<file path="config.mk">
export PLATFORM = sky130hd
export DESIGN_NAME = power_rail_sequencer
export DESIGN_NICKNAME = d
export VERILOG_FILES = /design/src/rtl/rseq_pkg.sv /design/src/rtl/rseq_sync.sv /design/src/rtl/rseq_tick.sv /design/src/rtl/rseq_timer.sv /design/src/rtl/rseq_ctrl.sv /design/src/rtl/power_rail_sequencer.sv
export SDC_FILE = /design/constraint.sdc
export NUM_CORES = 1
export LEC_CHECK = 0
export ABC_AREA = 0
export BUFFER_PORTS_ARGS = -buffer_cell sky130_fd_sc_hd__buf_2
export CORE_AREA = 2 2 111 113
export CTS_CLUSTER_SIZE = 10
export DETAILED_ROUTE_END_ITERATION = 7
export DIE_AREA = 0 0 113 115
export PLACE_DENSITY = 0.44
export SETUP_SLACK_MARGIN = 0.05
export SLEW_MARGIN = 20
export SYNTH_ARGS = -nofsm -noshare
export SYNTH_HDL_FRONTEND = slang
export SYNTH_HIERARCHICAL = 1
export SYNTH_SLANG_ARGS = --single-unit
</file>
<file path="constraint.sdc">
create_clock -name clk -period 4.5 [get_ports clk]
set_clock_uncertainty 0.05 [all_clocks]
set_input_delay 0.675 -clock clk [delete_from_list [all_inputs] [get_ports clk]]
set_output_delay 0.675 -clock clk [all_outputs]
set_load 0.02 [all_outputs]
</file>
<file path="src/rtl/rseq_pkg.sv">
package rseq_pkg;
  typedef enum logic [3:0] {
    ST_OFF,
    ST_UP_EN,
    ST_UP_WAIT,
    ST_UP_GOOD,
    ST_UP_REL,
    ST_ON,
    ST_DN_RST,
    ST_DN_GOOD,
    ST_DN_EN,
    ST_DN_WAIT,
    ST_DN_SET
  } seq_state_e;
endpackage

</file>
<file path="src/rtl/rseq_sync.sv">
module rseq_sync #(
  parameter int W = 1
) (
  input  logic         clk,
  input  logic         rst_n,
  input  logic [W-1:0] d,
  output logic [W-1:0] q
);
  logic [W-1:0] meta_q;
  logic [W-1:0] sync_q;

  for (genvar g = 0; g < W; g++) begin : g_bit
    always_ff @(posedge clk or negedge rst_n) begin
      if (!rst_n) begin
        meta_q[g] <= 1'b0;
        sync_q[g] <= 1'b0;
      end else begin
        meta_q[g] <= d[g];
        sync_q[g] <= meta_q[g];
      end
    end
  end

  assign q = sync_q;
endmodule

</file>
<file path="src/rtl/rseq_tick.sv">
module rseq_tick #(
  parameter int DIV = 100000
) (
  input  logic clk,
  input  logic rst_n,
  output logic tick
);
  localparam int CW = (DIV > 1) ? $clog2(DIV) : 1;
  localparam logic [CW-1:0] TOP = CW'(DIV - 1);

  logic [CW-1:0] cnt_q;
  logic [CW-1:0] cnt_d;
  logic          wrap;

  assign wrap = (cnt_q == TOP);

  always_comb begin
    cnt_d = wrap ? '0 : cnt_q + CW'(1);
  end

  always_ff @(posedge clk or negedge rst_n) begin
    if (!rst_n) cnt_q <= '0;
    else        cnt_q <= cnt_d;
  end

  assign tick = wrap;

  if (DIV > 1) begin : g_gap

    tick_gap_chk: assert property (@(posedge clk) disable iff (!rst_n)
      tick |=> !tick);
  end
endmodule

</file>
<file path="src/rtl/rseq_timer.sv">
module rseq_timer #(
  parameter int DW = 8
) (
  input  logic          clk,
  input  logic          rst_n,
  input  logic          tick,
  input  logic          start,
  input  logic [DW-1:0] limit,
  output logic          expired
);
  logic [DW-1:0] cnt_q, cnt_d;
  logic [DW-1:0] lim_q, lim_d;
  logic          cnt_en;

  assign cnt_en = tick && (cnt_q != lim_q);

  always_comb begin
    cnt_d = cnt_q;
    lim_d = lim_q;
    if (start) begin
      cnt_d = '0;
      lim_d = limit;
    end else if (cnt_en) begin
      cnt_d = cnt_q + DW'(1);
    end
  end

  always_ff @(posedge clk or negedge rst_n) begin
    if (!rst_n) begin
      cnt_q <= '0;
      lim_q <= '0;
    end else begin
      cnt_q <= cnt_d;
      lim_q <= lim_d;
    end
  end

  assign expired = (cnt_q == lim_q);


  cnt_bound_chk: assert property (@(posedge clk) disable iff (!rst_n)
    cnt_q <= lim_q);
endmodule

</file>
<file path="src/rtl/rseq_ctrl.sv">
module rseq_ctrl
  import rseq_pkg::*;
#(
  parameter int N             = 6,
  parameter int DW            = 8,
  parameter int PG_TIMEOUT_MS = 20,
  parameter logic [N*DW-1:0] SETTLE_MS = '0
) (
  input  logic          clk,
  input  logic          rst_n,
  input  logic          on_req,
  input  logic          off_req,
  input  logic [N-1:0]  pg,
  input  logic          tmr_expired,
  output logic          tmr_start,
  output logic [DW-1:0] tmr_limit,
  output logic [N-1:0]  rail_on,
  output logic          dev_rst_n,
  output logic          rails_good,
  output logic          busy,
  output logic          powered,
  output logic [N-1:0]  fault
);
  localparam int IW = (N > 1) ? $clog2(N) : 1;
  localparam logic [IW-1:0] LAST  = IW'(N - 1);
  localparam logic [DW-1:0] TMO_V = DW'(PG_TIMEOUT_MS);
  localparam logic [DW-1:0] ONE_V = DW'(1);

  seq_state_e    st_q, st_d;
  logic [IW-1:0] idx_q, idx_d;
  logic [N-1:0]  on_q, on_d;
  logic [N-1:0]  flt_q, flt_d;
  logic          rst_q, rst_d;
  logic          good_q, good_d;
  logic          abort_q, abort_d;
  logic          pg_cur;

  assign pg_cur = pg[idx_q];

  always_comb begin
    st_d      = st_q;
    idx_d     = idx_q;
    on_d      = on_q;
    flt_d     = flt_q;
    rst_d     = rst_q;
    good_d    = good_q;
    abort_d   = abort_q;
    tmr_start = 1'b0;
    tmr_limit = TMO_V;
    unique case (st_q)
      ST_OFF: begin
        if (on_req) begin
          flt_d   = '0;
          abort_d = 1'b0;
          rst_d   = 1'b0;
          idx_d   = '0;
          st_d    = ST_UP_EN;
        end
      end
      ST_UP_EN: begin
        on_d[idx_q] = 1'b1;
        tmr_start   = 1'b1;
        st_d        = ST_UP_WAIT;
      end
      ST_UP_WAIT: begin
        if (pg_cur) begin
          if (idx_q == LAST) begin
            good_d    = 1'b1;
            tmr_start = 1'b1;
            tmr_limit = ONE_V;
            st_d      = ST_UP_GOOD;
          end else begin
            idx_d = idx_q + IW'(1);
            st_d  = ST_UP_EN;
          end
        end else if (tmr_expired) begin
          flt_d[idx_q] = 1'b1;
          abort_d      = 1'b1;
          st_d         = ST_DN_RST;
        end
      end
      ST_UP_GOOD: begin
        if (tmr_expired) begin
          rst_d     = 1'b1;
          tmr_start = 1'b1;
          tmr_limit = ONE_V;
          st_d      = ST_UP_REL;
        end
      end
      ST_UP_REL: begin
        if (tmr_expired) st_d = ST_ON;
      end
      ST_ON: begin
        if (off_req) begin
          abort_d = 1'b0;
          st_d    = ST_DN_RST;
        end
      end
      ST_DN_RST: begin
        rst_d = 1'b0;
        st_d  = ST_DN_GOOD;
      end
      ST_DN_GOOD: begin
        good_d = 1'b0;
        idx_d  = LAST;
        st_d   = ST_DN_EN;
      end
      ST_DN_EN: begin
        on_d[idx_q] = 1'b0;
        tmr_start   = 1'b1;
        st_d        = ST_DN_WAIT;
      end
      ST_DN_WAIT: begin
        if (!pg_cur || tmr_expired) begin
          if (pg_cur) flt_d[idx_q] = 1'b1;
          tmr_start = 1'b1;
          tmr_limit = SETTLE_MS[int'(idx_q)*DW +: DW];
          st_d      = ST_DN_SET;
        end
      end
      ST_DN_SET: begin
        if (tmr_expired) begin
          if (idx_q == '0) begin
            abort_d = 1'b0;
            st_d    = ST_OFF;
          end else begin
            idx_d = idx_q - IW'(1);
            st_d  = ST_DN_EN;
          end
        end
      end
      default: st_d = ST_OFF;
    endcase
  end

  always_ff @(posedge clk or negedge rst_n) begin
    if (!rst_n) begin
      st_q    <= ST_OFF;
      idx_q   <= '0;
      on_q    <= '0;
      flt_q   <= '0;
      rst_q   <= 1'b0;
      good_q  <= 1'b0;
      abort_q <= 1'b0;
    end else begin
      st_q    <= st_d;
      idx_q   <= idx_d;
      on_q    <= on_d;
      flt_q   <= flt_d;
      rst_q   <= rst_d;
      good_q  <= good_d;
      abort_q <= abort_d;
    end
  end

  assign rail_on    = on_q;
  assign fault      = flt_q;
  assign dev_rst_n  = rst_q;
  assign rails_good = good_q;
  assign powered    = (st_q == ST_ON);
  assign busy       = (st_q != ST_ON) && (st_q != ST_OFF);


  thermo_order_chk: assert property (@(posedge clk) disable iff (!rst_n)
    ((on_q + N'(1)) & on_q) == '0);

  one_step_chk: assert property (@(posedge clk) disable iff (!rst_n)
    $countones(on_q ^ $past(on_q)) <= 1);

  rst_before_first_chk: assert property (@(posedge clk) disable iff (!rst_n)
    $rose(on_q[0]) |-> !rst_q);

  abort_quiet_chk: assert property (@(posedge clk) disable iff (!rst_n)
    abort_q |-> (!good_q && !rst_q));

  rst_after_good_chk: assert property (@(posedge clk) disable iff (!rst_n)
    rst_q |-> good_q);

  powered_io_chk: assert property (@(posedge clk) disable iff (!rst_n)
    powered |-> (rst_q && good_q && (&on_q)));

  ready_from_busy_chk: assert property (@(posedge clk) disable iff (!rst_n)
    $rose(powered) |-> $past(busy));
endmodule

</file>
<file path="src/rtl/power_rail_sequencer.sv">
module power_rail_sequencer #(
  parameter int NUM_RAILS     = 6,
  parameter int CLK_PER_MS    = 100000,
  parameter int DLY_W         = 8,
  parameter int PG_TIMEOUT_MS = 20,
  parameter logic [NUM_RAILS-1:0] EN_ACTIVE_LOW = '0,
  parameter logic [NUM_RAILS*DLY_W-1:0] SETTLE_MS =
    {8'd0, 8'd10, 8'd2, 8'd4, 8'd0, 8'd0}
) (
  input  logic                 clk,
  input  logic                 rst_n,
  input  logic                 on_req,
  input  logic                 off_req,
  input  logic [NUM_RAILS-1:0] pg_in,
  output logic [NUM_RAILS-1:0] rail_en,
  output logic                 dev_rst_n,
  output logic                 rails_good,
  output logic                 busy,
  output logic                 powered,
  output logic [NUM_RAILS-1:0] rail_fault
);
  logic [1:0]           rst_sync_q;
  logic                 rst_core_n;
  logic [NUM_RAILS-1:0] pg_sync;
  logic [NUM_RAILS-1:0] rail_on;
  logic                 ms_tick;
  logic                 tmr_start;
  logic [DLY_W-1:0]     tmr_limit;
  logic                 tmr_expired;

  always_ff @(posedge clk or negedge rst_n) begin
    if (!rst_n) rst_sync_q <= 2'b00;
    else        rst_sync_q <= {rst_sync_q[0], 1'b1};
  end
  assign rst_core_n = rst_sync_q[1];

  rseq_sync #(.W(NUM_RAILS)) u_pg_sync (
    .clk  (clk),
    .rst_n(rst_core_n),
    .d    (pg_in),
    .q    (pg_sync)
  );

  rseq_tick #(.DIV(CLK_PER_MS)) u_tick (
    .clk  (clk),
    .rst_n(rst_core_n),
    .tick (ms_tick)
  );

  rseq_timer #(.DW(DLY_W)) u_timer (
    .clk    (clk),
    .rst_n  (rst_core_n),
    .tick   (ms_tick),
    .start  (tmr_start),
    .limit  (tmr_limit),
    .expired(tmr_expired)
  );

  rseq_ctrl #(
    .N            (NUM_RAILS),
    .DW           (DLY_W),
    .PG_TIMEOUT_MS(PG_TIMEOUT_MS),
    .SETTLE_MS    (SETTLE_MS)
  ) u_ctrl (
    .clk        (clk),
    .rst_n      (rst_core_n),
    .on_req     (on_req),
    .off_req    (off_req),
    .pg         (pg_sync),
    .tmr_expired(tmr_expired),
    .tmr_start  (tmr_start),
    .tmr_limit  (tmr_limit),
    .rail_on    (rail_on),
    .dev_rst_n  (dev_rst_n),
    .rails_good (rails_good),
    .busy       (busy),
    .powered    (powered),
    .fault      (rail_fault)
  );

  for (genvar g = 0; g < NUM_RAILS; g++) begin : g_pol
    if (EN_ACTIVE_LOW[g]) begin : g_low
      assign rail_en[g] = ~rail_on[g];
    end else begin : g_high
      assign rail_en[g] = rail_on[g];
    end
  end


  polarity_on_chk: assert property (@(posedge clk) disable iff (!rst_core_n)
    powered |-> (rail_en == ~EN_ACTIVE_LOW));
endmodule

</file>
After elaboration in Yosys (flattened, before gate mapping)
Cells that the tools add are included.
Word-level totals
  input port bits: 10
  register bits after elaboration: 68
  logic and storage cells: 129
Operators by class
  muxes and demuxes: 47
  bitwise logic cells: 4
  reductions and logical operators: 20
  shift operators: 1
  equality and inequality tests: 29
  magnitude comparators: 2
  add/subtract/negate cells: 4
Operators by type and width (number)
  $shiftx 48x7->8 const A: 1
  $pmux 4 s11: 1
  $mux 4: 9
  $mux 8: 4
  $mux 6: 5
  $pmux 8 s3: 1
  $pmux 6 s3: 1
  $add 17x1->17 const B: 1
  $eq 17x17->1 const B: 1
  $mux 17: 1
  $eq 4x3->1 const B: 4
  $ne 2x1->1 const B: 8
  $mux 3: 5
  $eq 4x4->1 const B: 3
  $or 6x6->6: 2
  $pmux 3 s4: 1
  $pmux 6 s2: 1
  $reduce_and 6->1: 2
  $mux 1: 10
  $mux 5: 2
  $ne 2x2->1 const B: 5
  $add 8x1->8 const B: 1
  $eq 4x2->1 const B: 2
  $eq 8x8->1: 1
  28 further kinds: 35

Longest topological paths before layout
Gate-level depths: netlist (run 1).
  depth in word-level cells: 8
  gate-level depth with buffers: 10
  mapped depth without buffers: 9

Cells and area by module
The synthesis (run 1) kept the hierarchy.
Modules (own cells, without submodules)
  rseq_ctrl: area each 1467.7 um2, instances 1, cells each 173
  rseq_timer: area each 875.8 um2, instances 1, cells each 77
  rseq_tick: area each 793.3 um2, instances 1, cells each 74
  rseq_sync: area each 300.3 um2, instances 1, cells each 12
  power_rail_sequencer: area each 53.8 um2, instances 1, cells each 3

Least setup slack after synthesis (run 1)
No wires, ideal clock.
  kind: reg-to-reg
  start point: register u_timer.cnt_q[0]
  end point: register u_timer.lim_q[0]
  library setup time: 0.125 ns
  arrival time: 2.608 ns
  slack: 1.717 ns
  clock period less this slack: 2.783 ns
  stages on the path, launching flop included: 9
  data required time: 4.325 ns
  cell sequence: dfrtp_1 xor2_1 nor4_2 and2_1 clkbuf_2 a21oi_1 o21ai_0 clkbuf_1 mux2_2
On the way
  cells in the longest elaborated chain, start to end: 4
  elaborated cells between the ends (all ways): 8
Ends and longest elaborated chain
  start, declared: RTL line rseq_timer.sv:11  | logic [DW-1:0] cnt_q, cnt_d;
  start signal, assigned: RTL line rseq_timer.sv:33  | cnt_q <= cnt_d;
  $eq 8x8->1 (*): RTL line rseq_timer.sv:38  | assign expired = (cnt_q == lim_q);
  via tmr_expired: RTL line power_rail_sequencer.sv:29  | logic tmr_expired;
  $logic_or 1x1->1: RTL line rseq_ctrl.sv:114  | if (!pg_cur || tmr_expired) begin
  $mux 1: RTL line rseq_ctrl.sv:114
  $pmux 1 s4 (*): RTL line rseq_ctrl.sv:50  | unique case (st_q)
  via tmr_start: RTL line power_rail_sequencer.sv:27  | logic tmr_start;
  end signal, assigned: RTL line rseq_timer.sv:34  | lim_q <= lim_d;
  end, declared: RTL line rseq_timer.sv:12  | logic [DW-1:0] lim_q, lim_d;
The timed path passes the listed nets; every way through them passes the cells marked *.
A chain may end at the register's enable or synchronous reset.

Final worst setup path (run 1)
  start point: register u_tick.cnt_q[11]
  end point: register u_timer.cnt_q[6]
On the way
  cells in the longest elaborated chain, start to end: 3
Ends and longest elaborated chain
  start, declared: RTL line rseq_tick.sv:11  | logic [CW-1:0] cnt_q;
  start signal, assigned: RTL line rseq_tick.sv:23  | else cnt_q <= cnt_d;
  $eq 17x17->1: RTL line rseq_tick.sv:15  | assign wrap = (cnt_q == TOP);
  via ms_tick: RTL line power_rail_sequencer.sv:26  | logic ms_tick;
  $logic_and 1x1->1: RTL line rseq_timer.sv:15  | assign cnt_en = tick && (cnt_q != lim_q);
  $reduce_bool 2->1 (no source line)
The timed path passes the listed nets, and every way through them passes these cells.

==> summary.txt, run 1 <==
LOGIC SYNTHESIS
---------------------------------------------------------------------------------------
Cell Area, Synth                                                             3490 sq um
Number of distinct library cells after synthesis                                     55
Warnings, synthesis                                                                   6
Post-synthesis async set-or-reset flop share                                       100%
Top flip-flop cell by instance count after synthesis                            dfrtp_1
Fraction of synthesized cell area taken by the top area cell type                 48.7%
Seq cells post-synth                                                                 68
Area contributors post-synth                                               dfrtp_1 (49%), xor2_1 (3.5%), mux2_2 (3.2%), o21ai_0 (3.2%), nor2_1 (2.9%)
Sequential area share after synthesis                                             48.7%
Number of cells produced by synthesis                                               339
Count of flip-flops with a built-in enable after synthesis                            0
Library cell with the largest summed area after synthesis                       dfrtp_1
Synthesized area per cell                                                    10.3 sq um

CELLS AND AREA
---------------------------------------------------------------------------------------
Layout cells sized above 1                                                        18.3%
Fill count                                                                         1204
Filler-free cell count of the finished design                                       513
Storage element area                                                         1700 sq um
Post-route design area                                                       4040 sq um
Leading cell type in the layout, fill and taps excluded                         dfrtp_1
Most frequent cells in the layout                                          dfrtp_1 (67), nor2_1 (27), buf_2 (25), nand2_1 (22), o21ai_0 (21)
Area of the multi-input gates                                                1700 sq um
Final standard cell utilization of the core                                       34.2%
Antenna diode count                                                                   0
P&R area growth vs syn                                                            15.8%
Nets@finish                                                                         374

GRT
---------------------------------------------------------------------------------------
Maximum number of pins on one net before global-route repair                         39
Number of global-route vias before repair                                          2632
GRT Overall Usage                                                                 12.8%
Initial antenna violation count                                                       0
First-pass GRT wire length                                                     13200 um
GRT overflow                                                                          0

WORST SETUP PATH
---------------------------------------------------------------------------------------
Worst-case reg-to-reg path depth                                                      7
Required time reported for the critical path endpoint                           4.66 ns
Source of the worst register-to-register timing path                       u_tick/cnt_q[11]
Crit path launch                                                           u_tick/cnt_q[11]
Register-to-register path setup slack                                           1.43 ns
RR Endpoint                                                                u_timer/cnt_q[6]
Largest fanout on the critical path                                                  14
Endpoint type of the worst setup path                                         flip-flop
Element type at the critical path start                                       flip-flop
Critical path type                                                              reg2reg
Critical path data arrival time                                                 3.23 ns

CTS
---------------------------------------------------------------------------------------
Clk Latency, worst-skew pair                                                    0.33 ns
Total clock buffers created by CTS                                                    9
Clock tree from TritonCTS                                                          done
Post-CTS Setup Repair Bufs                                                            0
Clock root buffer                                                             clkbuf_16
Hold_buf cts                                                                          0
Sink count of the clock tree                                                         68
Clock transition at the registers of the reported paths                         0.06 ns
Number of buffers on the longest clock path                                           2
Deepest level of the CTS H-tree                                                       3
Cts repair resizes                                                                    0

STA
---------------------------------------------------------------------------------------
RSZ-0062 raised after global routing                                              false
Final hold violations                                                                 0
Fmax                                                                            325 MHz
Final WS setup                                                                  1.43 ns
Total count of max-transition violations in the final report                          0
Final critical delay including setup and external delays                        3.07 ns
Period utilisation layout                                                         68.3%
Final setup TNS                                                                    0 ns
Pin slew with the least headroom to its limit                                  0.976 ns
Slew headroom                                                                     34.9%
Final setup fails                                                                     0

PLACEMENT
---------------------------------------------------------------------------------------
Placement-stage cell area                                                    3740 sq um
Placer's final routability congestion estimate                                    0.792
Cell count after placement                                                          497
Worst slack, placed                                                             1.40 ns
PortBufs                                                                             25
DP Wirelength                                                                   5220 um

POWER AND IR DROP
---------------------------------------------------------------------------------------
Power density over the cells                                                516 nW/um^2
Static leakage power                                                            1.75 nW
Worst vdd ir                                                                     177 uV

HOLD PATH
---------------------------------------------------------------------------------------
Hold Crit Class                                                                in2async

ROUTE
---------------------------------------------------------------------------------------
Number of violations reported at the end of detailed-routing iteration 0            133
Detailed-route wire length per cell                                             14.8 um
Count of nets left with antenna violations after detail routing                       0
Detailed-routing iteration count for the pre-antenna-repair pass                      7
Detailed-route vias per instance                                                   5.03
Total wirelength of the detailed-routed design                                  7590 um
DRC violations left                                                                   2
Count of vias placed by the detailed router                                        2581

FLOORPLANNING
---------------------------------------------------------------------------------------
Die ar.                                                                     13000 sq um
I/O Pins                                                                             26
Starting Density                                                                  29.6%
Die outline width                                                                113 um
Number of rows created at floorplan                                                  40
Total core area                                                             11800 sq um
Die height                                                                       115 um

JOB
---------------------------------------------------------------------------------------
Max-capacitance violation count                                                       0

RUN STATUS
---------------------------------------------------------------------------------------
Violations in the final reports                                                     DRC
Outcome                                                                    complete, but fails checks

[registers in the layout, summed over array words and instances (netlist names), named ones only]
name               count
rst_sync_q             2
u_ctrl/dev_rst_n       1
u_ctrl/fault           6
u_ctrl/idx_q           3
u_ctrl/rails_good      1
u_ctrl/st_q            4
u_pg_sync/meta_q       6
u_pg_sync/q            6
u_tick/cnt_q          17
u_timer/cnt_q          8
u_timer/lim_q          8
[critical path, stage by stage (launching register included)]
cell,delay [ns]
dfrtp_1,0.42
or4_1,0.54
or4_4,0.44
nor4_4,0.56
and4_1,0.34
nand3_1,0.09
a21oi_1,0.17
mux2_1,0.34
[cell usage after synthesis (3+ instances only)]
cell type  instances
mux2_2            10
nand2b_1           7
and4_1             5
nand4_1            9
a21oi_1           19
nand2_1           22
o31ai_1            4
ha_1               3
nand3_1           11
mux2i_1            4
nor2_1            27
o21ai_0           22
xnor2_1           10
a22o_1             3
inv_1              5
buf_4              3
clkbuf_1          12
nand3b_1           4
or3_1              3
xor2_1            14
nor2b_1           10
a31oi_1            5
mux2_1             8
a32o_1             3
nor3_1             9
dfrtp_1           68
[cell families after synthesis]
kind of cell,count (synthesis),share of synthesized area [%]
XOR/XNOR,24,6.02
adder cells (fa/ha/maj),3,1.08
buffers and inverters,23,2.83
other,2,0.215
AND/OR/NAND/NOR,125,20.3
AO/OA/AOI/OAI,70,13.0
flip-flops,68,48.7
multiplexers,24,7.81
[stage by stage]
step	power, W	hold WS (ns)
floorplan	0.00124	0.281
global placement	0.00140	0.261
detailed placement	0.00139	0.260
CTS	0.00212	0.0488
global route	0.00223	0.0401
finish	0.00209	0.0654
[worst max-delay path by stage]
| stage | depth (start not counted) | to | slack, ns |
|---|---|---|---|
| after CTS | 7 | u_timer/cnt_q[6] | 1.39 |
| after global routing | 7 | u_timer/cnt_q[6] | 1.22 |
| after global placement | 7 | u_timer/cnt_q[6] | 1.39 |
| after detailed placement | 7 | u_timer/cnt_q[6] | 1.40 |
| final | 7 | u_timer/cnt_q[6] | 1.43 |
| after floorplan | 8 | u_timer/lim_q[0] | 1.72 |
[routing by layer]
metal	wire [um]	global-route usage, %	up-vias
met5	0	0	-
met4	93	4.39	0
met3	306	4.27	7
met2	3560	20.0	39
met1	3630	16.8	1271
li1	-	-	1264
[final cells by class]
class / instances / area share (%)
Tap cell: 147 / 4.55
Multi-Input combinational cell: 250 / 42.0
Sequential cell: 68 / 42.1
Inverter: 5 / 0.464
Clock inverter: 7 / 1.86
Clock buffer: 9 / 5.57
Timing Repair Buffer: 27 / 3.47
[power breakdown]
part	switching (W)	total [W]	internal, W
sequential	0.000128	0.000794	0.000667
combinational	0.000344	0.000589	0.000245
clock	0.000271	0.000701	0.000430
total	0.000743	0.00209	0.00134
No activity file was read; power rests on OpenSTA's default activity.
==> run 2, diff against run 1 <==
clock period = 2.9 ns   (was 4.5 ns; I/O delays follow)
==> run 2 against run 1 <==
Compared with the run above: the flow still finishes with violations (DRC); clock-buffer cell count is the same; die area did not move; fmax is 20% higher; wire length rose by 5.9%; register-to-register slack worse by 1.1 ns; flip-flop and latch count did not move; combinational power is 87% higher; largest power group is now clock.
==> summary.txt, run 2 (synthesis results as in run 1) <==
STA
---------------------------------------------------------------------------------------
Final hold violations                                                                 0   unchanged
Final critical delay including setup and external delays                        2.56 ns   was 3.07 ns
Final setup fails                                                                     0   unchanged
Final setup TNS                                                                    0 ns   unchanged
Fmax                                                                            390 MHz   was 325 MHz
Slew headroom                                                                     56.1%   was 34.9%
Pin slew with the least headroom to its limit                                  0.653 ns   was 0.976 ns
Total count of max-transition violations in the final report                          0   unchanged
RSZ-0062 raised after global routing                                              false   unchanged
Period utilisation layout                                                         88.4%   was 68.3%

WORST SETUP PATH
---------------------------------------------------------------------------------------
Source of the worst register-to-register timing path                       u_tick/cnt_q[11]   unchanged
Critical path data arrival time                                                 2.72 ns   was 3.23 ns
RR Endpoint                                                                u_timer/cnt_q[5]   was u_timer/cnt_q[6]
Element type at the critical path start                                       flip-flop   unchanged
Buffers and inverters on the worst path                                               0   unchanged
Largest fanout on the critical path                                                   6   was 14
Largest delay share family, worst path                                     simple AND/OR/NAND/NOR gates   unchanged
Crit-path slowest cell                                                            or4_1   was nor4_4
Endpoint type of the worst setup path                                         flip-flop   unchanged
Critical path type                                                              reg2reg   unchanged
Register-to-register path setup slack                                           0.34 ns   was 1.43 ns
Delay of the slowest cell on the worst path                                     0.53 ns   was 0.56 ns
Required time reported for the critical path endpoint                           3.06 ns   was 4.66 ns
Cells along the critical path                                              or4_1 > or4_4 > nor4_4 > and4_1 > nand3_1 > a21oi_1 > mux2_1   unchanged
Worst-case reg-to-reg path depth                                                      7   unchanged

CTS
---------------------------------------------------------------------------------------
Number of buffers on the longest clock path                                           2   unchanged
Clock tree from TritonCTS                                                          done   unchanged
Deepest level of the CTS H-tree                                                       3   unchanged
Sink count of the clock tree                                                         68   unchanged
Clock root buffer                                                             clkbuf_16   unchanged
Total clock buffers created by CTS                                                    9   unchanged
Clk Latency, worst-skew pair                                                    0.33 ns   about the same
Clock transition at the registers of the reported paths                         0.06 ns   about the same

POWER AND IR DROP
---------------------------------------------------------------------------------------
Internal cell power                                                           0.00227 W   was 0.00134 W
Power density over the cells                                                820 nW/um^2   was 516 nW/um^2
Switching power                                                               0.00119 W   was 0.000743 W
Power after layout                                                            0.00345 W   was 0.00209 W
Switching Fraction                                                                34.4%   was 35.6%
Share of total power in the clock network                                         34.1%   was 33.6%
Static leakage power                                                            1.86 nW   was 1.75 nW
Worst vdd ir                                                                     372 uV   was 177 uV
Fraction of power consumed by sequential logic                                    34.0%   was 38.1%
Portion of total power attributed to combinational logic                          32.0%   was 28.3%

ROUTE
---------------------------------------------------------------------------------------
DRC violations left                                                                   2   unchanged
Count of vias placed by the detailed router                                        2666   was 2581
Detailed-route vias per instance                                                   5.03   about the same
Detailed-routing iteration count for the pre-antenna-repair pass                      8   was 7
Total wirelength of the detailed-routed design                                  8040 um   was 7590 um
Count of nets left with antenna violations after detail routing                       0   unchanged
Number of violations reported at the end of detailed-routing iteration 0            229   was 133
Detailed-route wire length per cell                                             15.2 um   was 14.8 um

CELLS AND AREA
---------------------------------------------------------------------------------------
Layout cells sized above 1                                                        21.7%   was 18.3%
Leading cell type in the layout, fill and taps excluded                         dfrtp_1   unchanged
Largest registers ranked by flip-flop count                                u_tick/cnt_q: 17 flops, u_timer/cnt_q: 8 flops, u_timer/lim_q: 8 flops   unchanged
Nets@finish                                                                         391   was 374
Register containing the most flip-flops in the final layout                u_tick/cnt_q   unchanged
Antenna diode count                                                                   0   unchanged
Flip-flop count of the largest register after layout                                 17   unchanged
Most frequent cells in the layout                                          dfrtp_1 (67), nor2_1 (27), buf_2 (25), nand2_1 (22), o21ai_0 (21)   unchanged
P&R area growth vs syn                                                            20.6%   was 15.8%

GRT
---------------------------------------------------------------------------------------
Initial antenna violation count                                                       0   unchanged
Number of global-route vias before repair                                          2702   was 2632
Maximum number of pins on one net before global-route repair                         28   was 39
GRT overflow                                                                          0   unchanged
First-pass GRT wire length                                                     13700 um   was 13200 um
GRT Overall Usage                                                                 13.3%   was 12.8%

HOLD PATH
---------------------------------------------------------------------------------------
Hold path cells                                                                       1
Beginning of the worst hold path                                               pg_in[0]
Hold Crit Class                                                                  in2reg   was in2async
Hold path endpoint                                                         u_pg_sync/meta_q[0]

FLOORPLANNING
---------------------------------------------------------------------------------------
Number of rows created at floorplan                                                  40   unchanged
I/O Pins                                                                             26   unchanged
Starting Density                                                                  29.6%   unchanged
Die ar.                                                                     13000 sq um   unchanged
Die outline width                                                                113 um   unchanged
Die height                                                                       115 um   unchanged
Total core area                                                             11800 sq um   unchanged

RUN STATUS
---------------------------------------------------------------------------------------
Violations in the final reports                                                     DRC   unchanged
Outcome                                                                    complete, but fails checks   unchanged

PLACEMENT
---------------------------------------------------------------------------------------
PortBufs                                                                             25   unchanged
DP Wirelength                                                                   5670 um   was 5220 um
Placer's final routability congestion estimate                                    0.779   was 0.792

JOB
---------------------------------------------------------------------------------------
Max-capacitance violation count                                                       0   unchanged

## run 2: cell count changes in the layout (fill, tap and decap cells not counted)
cell	change
dlygate4sd3_1	+1
clkinvlp_4	-2
clkinv_4	+1
buf_4	+15
bufinv_16	+1
buf_12	+1
## run 2: layer usage
layer / vias to the layer above / routed length [um] / track usage, %
met5: - / 0 / 0
met4: 0 / 105 / 4.39
met3: 11 / 268 / 3.69
met2: 44 / 3720 / 20.3
met1: 1302 / 3950 / 18.2
li1: 1309 / - / -
## run 2: through the flow
stage | cell area, sq um | setup slack, ns | utilization, % | hold slack (ns) | cells
2_1_floorplan | 3500 | 0.117 | - | 0.0894 | 341
3_3_place_gp | 3880 | 0.374 | 32.8 | 0.172 | 513
3_5_place_dp | 3880 | 0.320 | 32.8 | 0.174 | 513
4_1_cts | 4210 | 0.311 | 35.6 | 0.146 | 530
5_1_grt | 4210 | 0.196 | 35.6 | 0.143 | 530
6_report | 4210 | 0.336 | 35.6 | 0.160 | 530
## run 2: worst max path at each step
stage                     start               end  slack, ns  cells past startpoint
4_1_cts        u_tick/cnt_q[11]  u_timer/cnt_q[5]       0.31                      7
3_5_place_dp   u_tick/cnt_q[11]  u_timer/cnt_q[5]       0.32                      7
5_1_grt        u_tick/cnt_q[11]  u_timer/cnt_q[3]       0.20                      7
6_report       u_tick/cnt_q[11]  u_timer/cnt_q[5]       0.34                      7
2_1_floorplan  u_timer/cnt_q[0]  u_timer/lim_q[0]       0.12                      8
3_3_place_gp   u_tick/cnt_q[11]  u_timer/cnt_q[6]       0.37                      7
## run 2: final cells by class
| class | count | area (sq um) |
|---|---|---|
| flip-flops and latches | 68 | 1700 |
| multi-input cells | 250 | 1700 |
| inverters | 5 | 18.8 |
| repair buffers | 44 | 283 |
| clock buffers | 9 | 225 |
| clock inverters | 7 | 98.8 |
| well taps | 147 | 184 |
| fillers | 1231 | 7600 |
## run 2: power groups by stage
stage / Sequential, W / Clock [W] / Combinational (W)
after global placement: 0.00119 / 0 / 0.00110
after CTS: 0.00117 / 0.00122 / 0.00111
final: 0.00117 / 0.00118 / 0.00110
after detailed placement: 0.00119 / 0 / 0.00110
after global routing: 0.00119 / 0.00126 / 0.00123
after floorplan: 0.00113 / 0 / 0.000800
## run 2: what timing repair did
action | in CTS | in global routing
hold buffers | 1 | 0
buffers inserted | 0 | 0
resized for setup | 0 | 0
endpoints found under the hold margin | 2 | 0
endpoints found under the setup margin | 0 | 0
==> run 3, diff against run 2 <==
BUFFER_PORTS_ARGS = default   (was -buffer_cell sky130_fd_sc_hd__buf_2)
DONT_BUFFER_PORTS = 1   (was default)
PLACE_DENSITY = 0.42   (was 0.44)
REMOVE_ABC_BUFFERS = 1   (was default)
==> run 3 against run 2 <==
Compared with the run above: the flow still finishes with violations (DRC); sequential share of layout area grew 1.0 points; critical endpoint is now u_timer/cnt_q[6]; critical path depth is the same; global-route usage grew 0.43 points; flip-flop and latch count is the same; worst hold slack lost 0.081 ns; largest cell class unchanged; sequential power grew 3%; final cell count shrank 4.5%; via count shrank 4.5%; non-clock buffer count shrank 24; clock-buffer cell count is the same.
==> summary.txt, run 3 (synthesis results as in run 1) <==
RUN STATUS
---------------------------------------------------------------------------------------
Outcome                                                                    complete, but fails checks   unchanged
Violations in the final reports                                                     DRC   unchanged

WORST SETUP PATH
---------------------------------------------------------------------------------------
Endpoint type of the worst setup path                                         flip-flop   unchanged
Critical path data arrival time                                                 2.73 ns   was 2.72 ns
Largest fanout on the critical path                                                   6   unchanged
Required time reported for the critical path endpoint                           3.06 ns   about the same
Element type at the critical path start                                       flip-flop   unchanged
Critical path type                                                              reg2reg   unchanged
Worst-case reg-to-reg path depth                                                      7   unchanged
Source of the worst register-to-register timing path                       u_tick/cnt_q[11]   unchanged
Register-to-register path setup slack                                           0.34 ns   about the same
RR Endpoint                                                                u_timer/cnt_q[6]   was u_timer/cnt_q[5]

STA
---------------------------------------------------------------------------------------
Total count of max-transition violations in the final report                          0   unchanged
Final hold violations                                                                 0   unchanged
Hold slack                                                                    0.0788 ns   was 0.160 ns
Period utilisation layout                                                         88.3%   was 88.4%
Final setup fails                                                                     0   unchanged
Slew headroom                                                                     49.9%   was 56.1%
Fmax                                                                            390 MHz   about the same
Pin slew with the least headroom to its limit                                  0.746 ns   was 0.653 ns
Final critical delay including setup and external delays                        2.56 ns   about the same
RSZ-0062 raised after global routing                                              false   unchanged

ROUTE
---------------------------------------------------------------------------------------
Detailed-route wire length per cell                                             16.0 um   was 15.2 um
Count of nets left with antenna violations after detail routing                       0   unchanged
Detailed-route vias per instance                                                   5.03   about the same
Total wirelength of the detailed-routed design                                  8070 um   was 8040 um
Number of violations reported at the end of detailed-routing iteration 0            147   was 229
Count of vias placed by the detailed router                                        2547   was 2666
DRC violations left                                                                   2   unchanged
Detailed-routing iteration count for the pre-antenna-repair pass                      8   unchanged

CELLS AND AREA
---------------------------------------------------------------------------------------
Flip-flop count of the largest register after layout                                 17   unchanged
Fill count                                                                         1207   was 1231
Register containing the most flip-flops in the final layout                u_tick/cnt_q   unchanged
Largest registers ranked by flip-flop count                                u_tick/cnt_q: 17 flops, u_timer/cnt_q: 8 flops, u_timer/lim_q: 8 flops   unchanged
Area of the multi-input gates                                                1700 sq um   unchanged
Final standard cell utilization of the core                                       34.8%   was 35.6%
P&R area growth vs syn                                                            17.6%   was 20.6%
Post-route design area                                                       4110 sq um   was 4210 sq um
Most frequent cells in the layout                                          dfrtp_1 (67), nor2_1 (27), nand2_1 (22), o21ai_0 (21), a21oi_1 (19)   was dfrtp_1 (67), nor2_1 (27), buf_2 (25), nand2_1 (22), o21ai_0 (21)
Filler-free cell count of the finished design                                       506   was 530
Nets@finish                                                                         367   was 391
Antenna diode count                                                                   0   unchanged
Layout cells sized above 1                                                        16.4%   was 21.7%
Storage element area                                                         1700 sq um   unchanged
Leading cell type in the layout, fill and taps excluded                         dfrtp_1   unchanged

PLACEMENT
---------------------------------------------------------------------------------------
Placement-stage cell area                                                    3770 sq um   was 3880 sq um
DP Wirelength                                                                   5640 um   was 5670 um
PortBufs                                                                              0   was 25
Cell count after placement                                                          489   was 513
Placer's final routability congestion estimate                                    0.772   was 0.779

CTS
---------------------------------------------------------------------------------------
Clock tree from TritonCTS                                                          done   unchanged
Clock root buffer                                                             clkbuf_16   unchanged
Number of buffers on the longest clock path                                           2   unchanged
Deepest level of the CTS H-tree                                                       3   unchanged
Sink count of the clock tree                                                         68   unchanged
Clk Latency, worst-skew pair                                                    0.33 ns   about the same
Total clock buffers created by CTS                                                    9   unchanged
Cts repair resizes                                                                    0   unchanged
Clock transition at the registers of the reported paths                         0.06 ns   about the same

HOLD PATH
---------------------------------------------------------------------------------------
Hold Crit Class                                                                  in2reg   unchanged
Beginning of the worst hold path                                               pg_in[3]   was pg_in[0]
Hold path cells                                                                       0   was 1
Hold path endpoint                                                         u_pg_sync/meta_q[3]   was u_pg_sync/meta_q[0]

GRT
---------------------------------------------------------------------------------------
GRT Overall Usage                                                                 13.7%   was 13.3%
Maximum number of pins on one net before global-route repair                         46   was 28
First-pass GRT wire length                                                     14000 um   was 13700 um
GRT overflow                                                                          0   unchanged
Initial antenna violation count                                                       0   unchanged
Number of global-route vias before repair                                          2654   was 2702

POWER AND IR DROP
---------------------------------------------------------------------------------------
Power density over the cells                                                839 nW/um^2   was 820 nW/um^2
Power after layout                                                            0.00344 W   was 0.00345 W
Static leakage power                                                            1.77 nW   was 1.86 nW
Worst vdd ir                                                                     327 uV   was 372 uV

FLOORPLANNING
---------------------------------------------------------------------------------------
Starting Density                                                                  29.6%   unchanged
I/O Pins                                                                             26   unchanged
Number of rows created at floorplan                                                  40   unchanged
Total core area                                                             11800 sq um   unchanged
Die outline width                                                                113 um   unchanged
Die ar.                                                                     13000 sq um   unchanged
Die height                                                                       115 um   unchanged

JOB
---------------------------------------------------------------------------------------
Max-capacitance violation count                                                       0   unchanged

## run 3: per-stage QoR
stage               setup TNS, ns  setup slack (ns)
floorplan                  -12.18            -0.772
global placement                0             0.360
detailed placement              0             0.336
CTS                             0             0.325
global route                    0             0.185
finish                          0             0.338
## run 3: layout make-up
cell class | count | area share [%]
Tap cell | 147 | 4.48
Multi-Input combinational cell | 250 | 41.4
Clock buffer | 9 | 5.49
Timing Repair Buffer | 20 | 4.33
Clock inverter | 7 | 2.41
Inverter | 5 | 0.457
Sequential cell | 68 | 41.5
## run 3: repair_timing
item / 4_1_cts / 5_1_grt
hold endpoints to repair: 2 / 0
buffers inserted: 0 / 0
hold buffers: 1 / 0
## run 3: metal layers
layer / vias to the layer above / wire (um) / GRT usage, %
li1: 1246 / - / -
met1: 1253 / 3890 / 18.0
met2: 40 / 3810 / 22.2
met3: 8 / 278 / 4.11
met4: 0 / 97 / 3.66
met5: - / 0 / 0
## run 3: how the worst max path moves through the flow
| stage | start | to | slack (ns) | depth (start not counted) |
|---|---|---|---|---|
| after floorplan | u_ctrl/idx_q[1] | u_timer/cnt_q[2] | -0.77 | 6 |
| after global placement | u_tick/cnt_q[11] | u_timer/cnt_q[5] | 0.36 | 7 |
| after detailed placement | u_tick/cnt_q[11] | u_timer/cnt_q[6] | 0.34 | 7 |
| after CTS | u_tick/cnt_q[11] | u_timer/cnt_q[6] | 0.33 | 7 |
| after global routing | u_ctrl/idx_q[1] | u_timer/cnt_q[4] | 0.19 | 7 |
| final | u_tick/cnt_q[11] | u_timer/cnt_q[6] | 0.34 | 7 |
## run 3: where the power goes
part / leakage [nW] / internal, W / switching [W]
clock network: 0.156 / 0.000757 / 0.000437
logic: 0.755 / 0.000459 / 0.000583
registers: 0.858 / 0.00104 / 0.000174
total: 1.77 / 0.00225 / 0.00119
## run 3: critical path, stage by stage (launching register included)
cell and delay, ns:
dfrtp_1 0.43, or4_1 0.53, or4_4 0.43, nor4_4 0.16
and4_1 0.28, nand3_1 0.10, a21oi_1 0.14, mux2_1 0.33
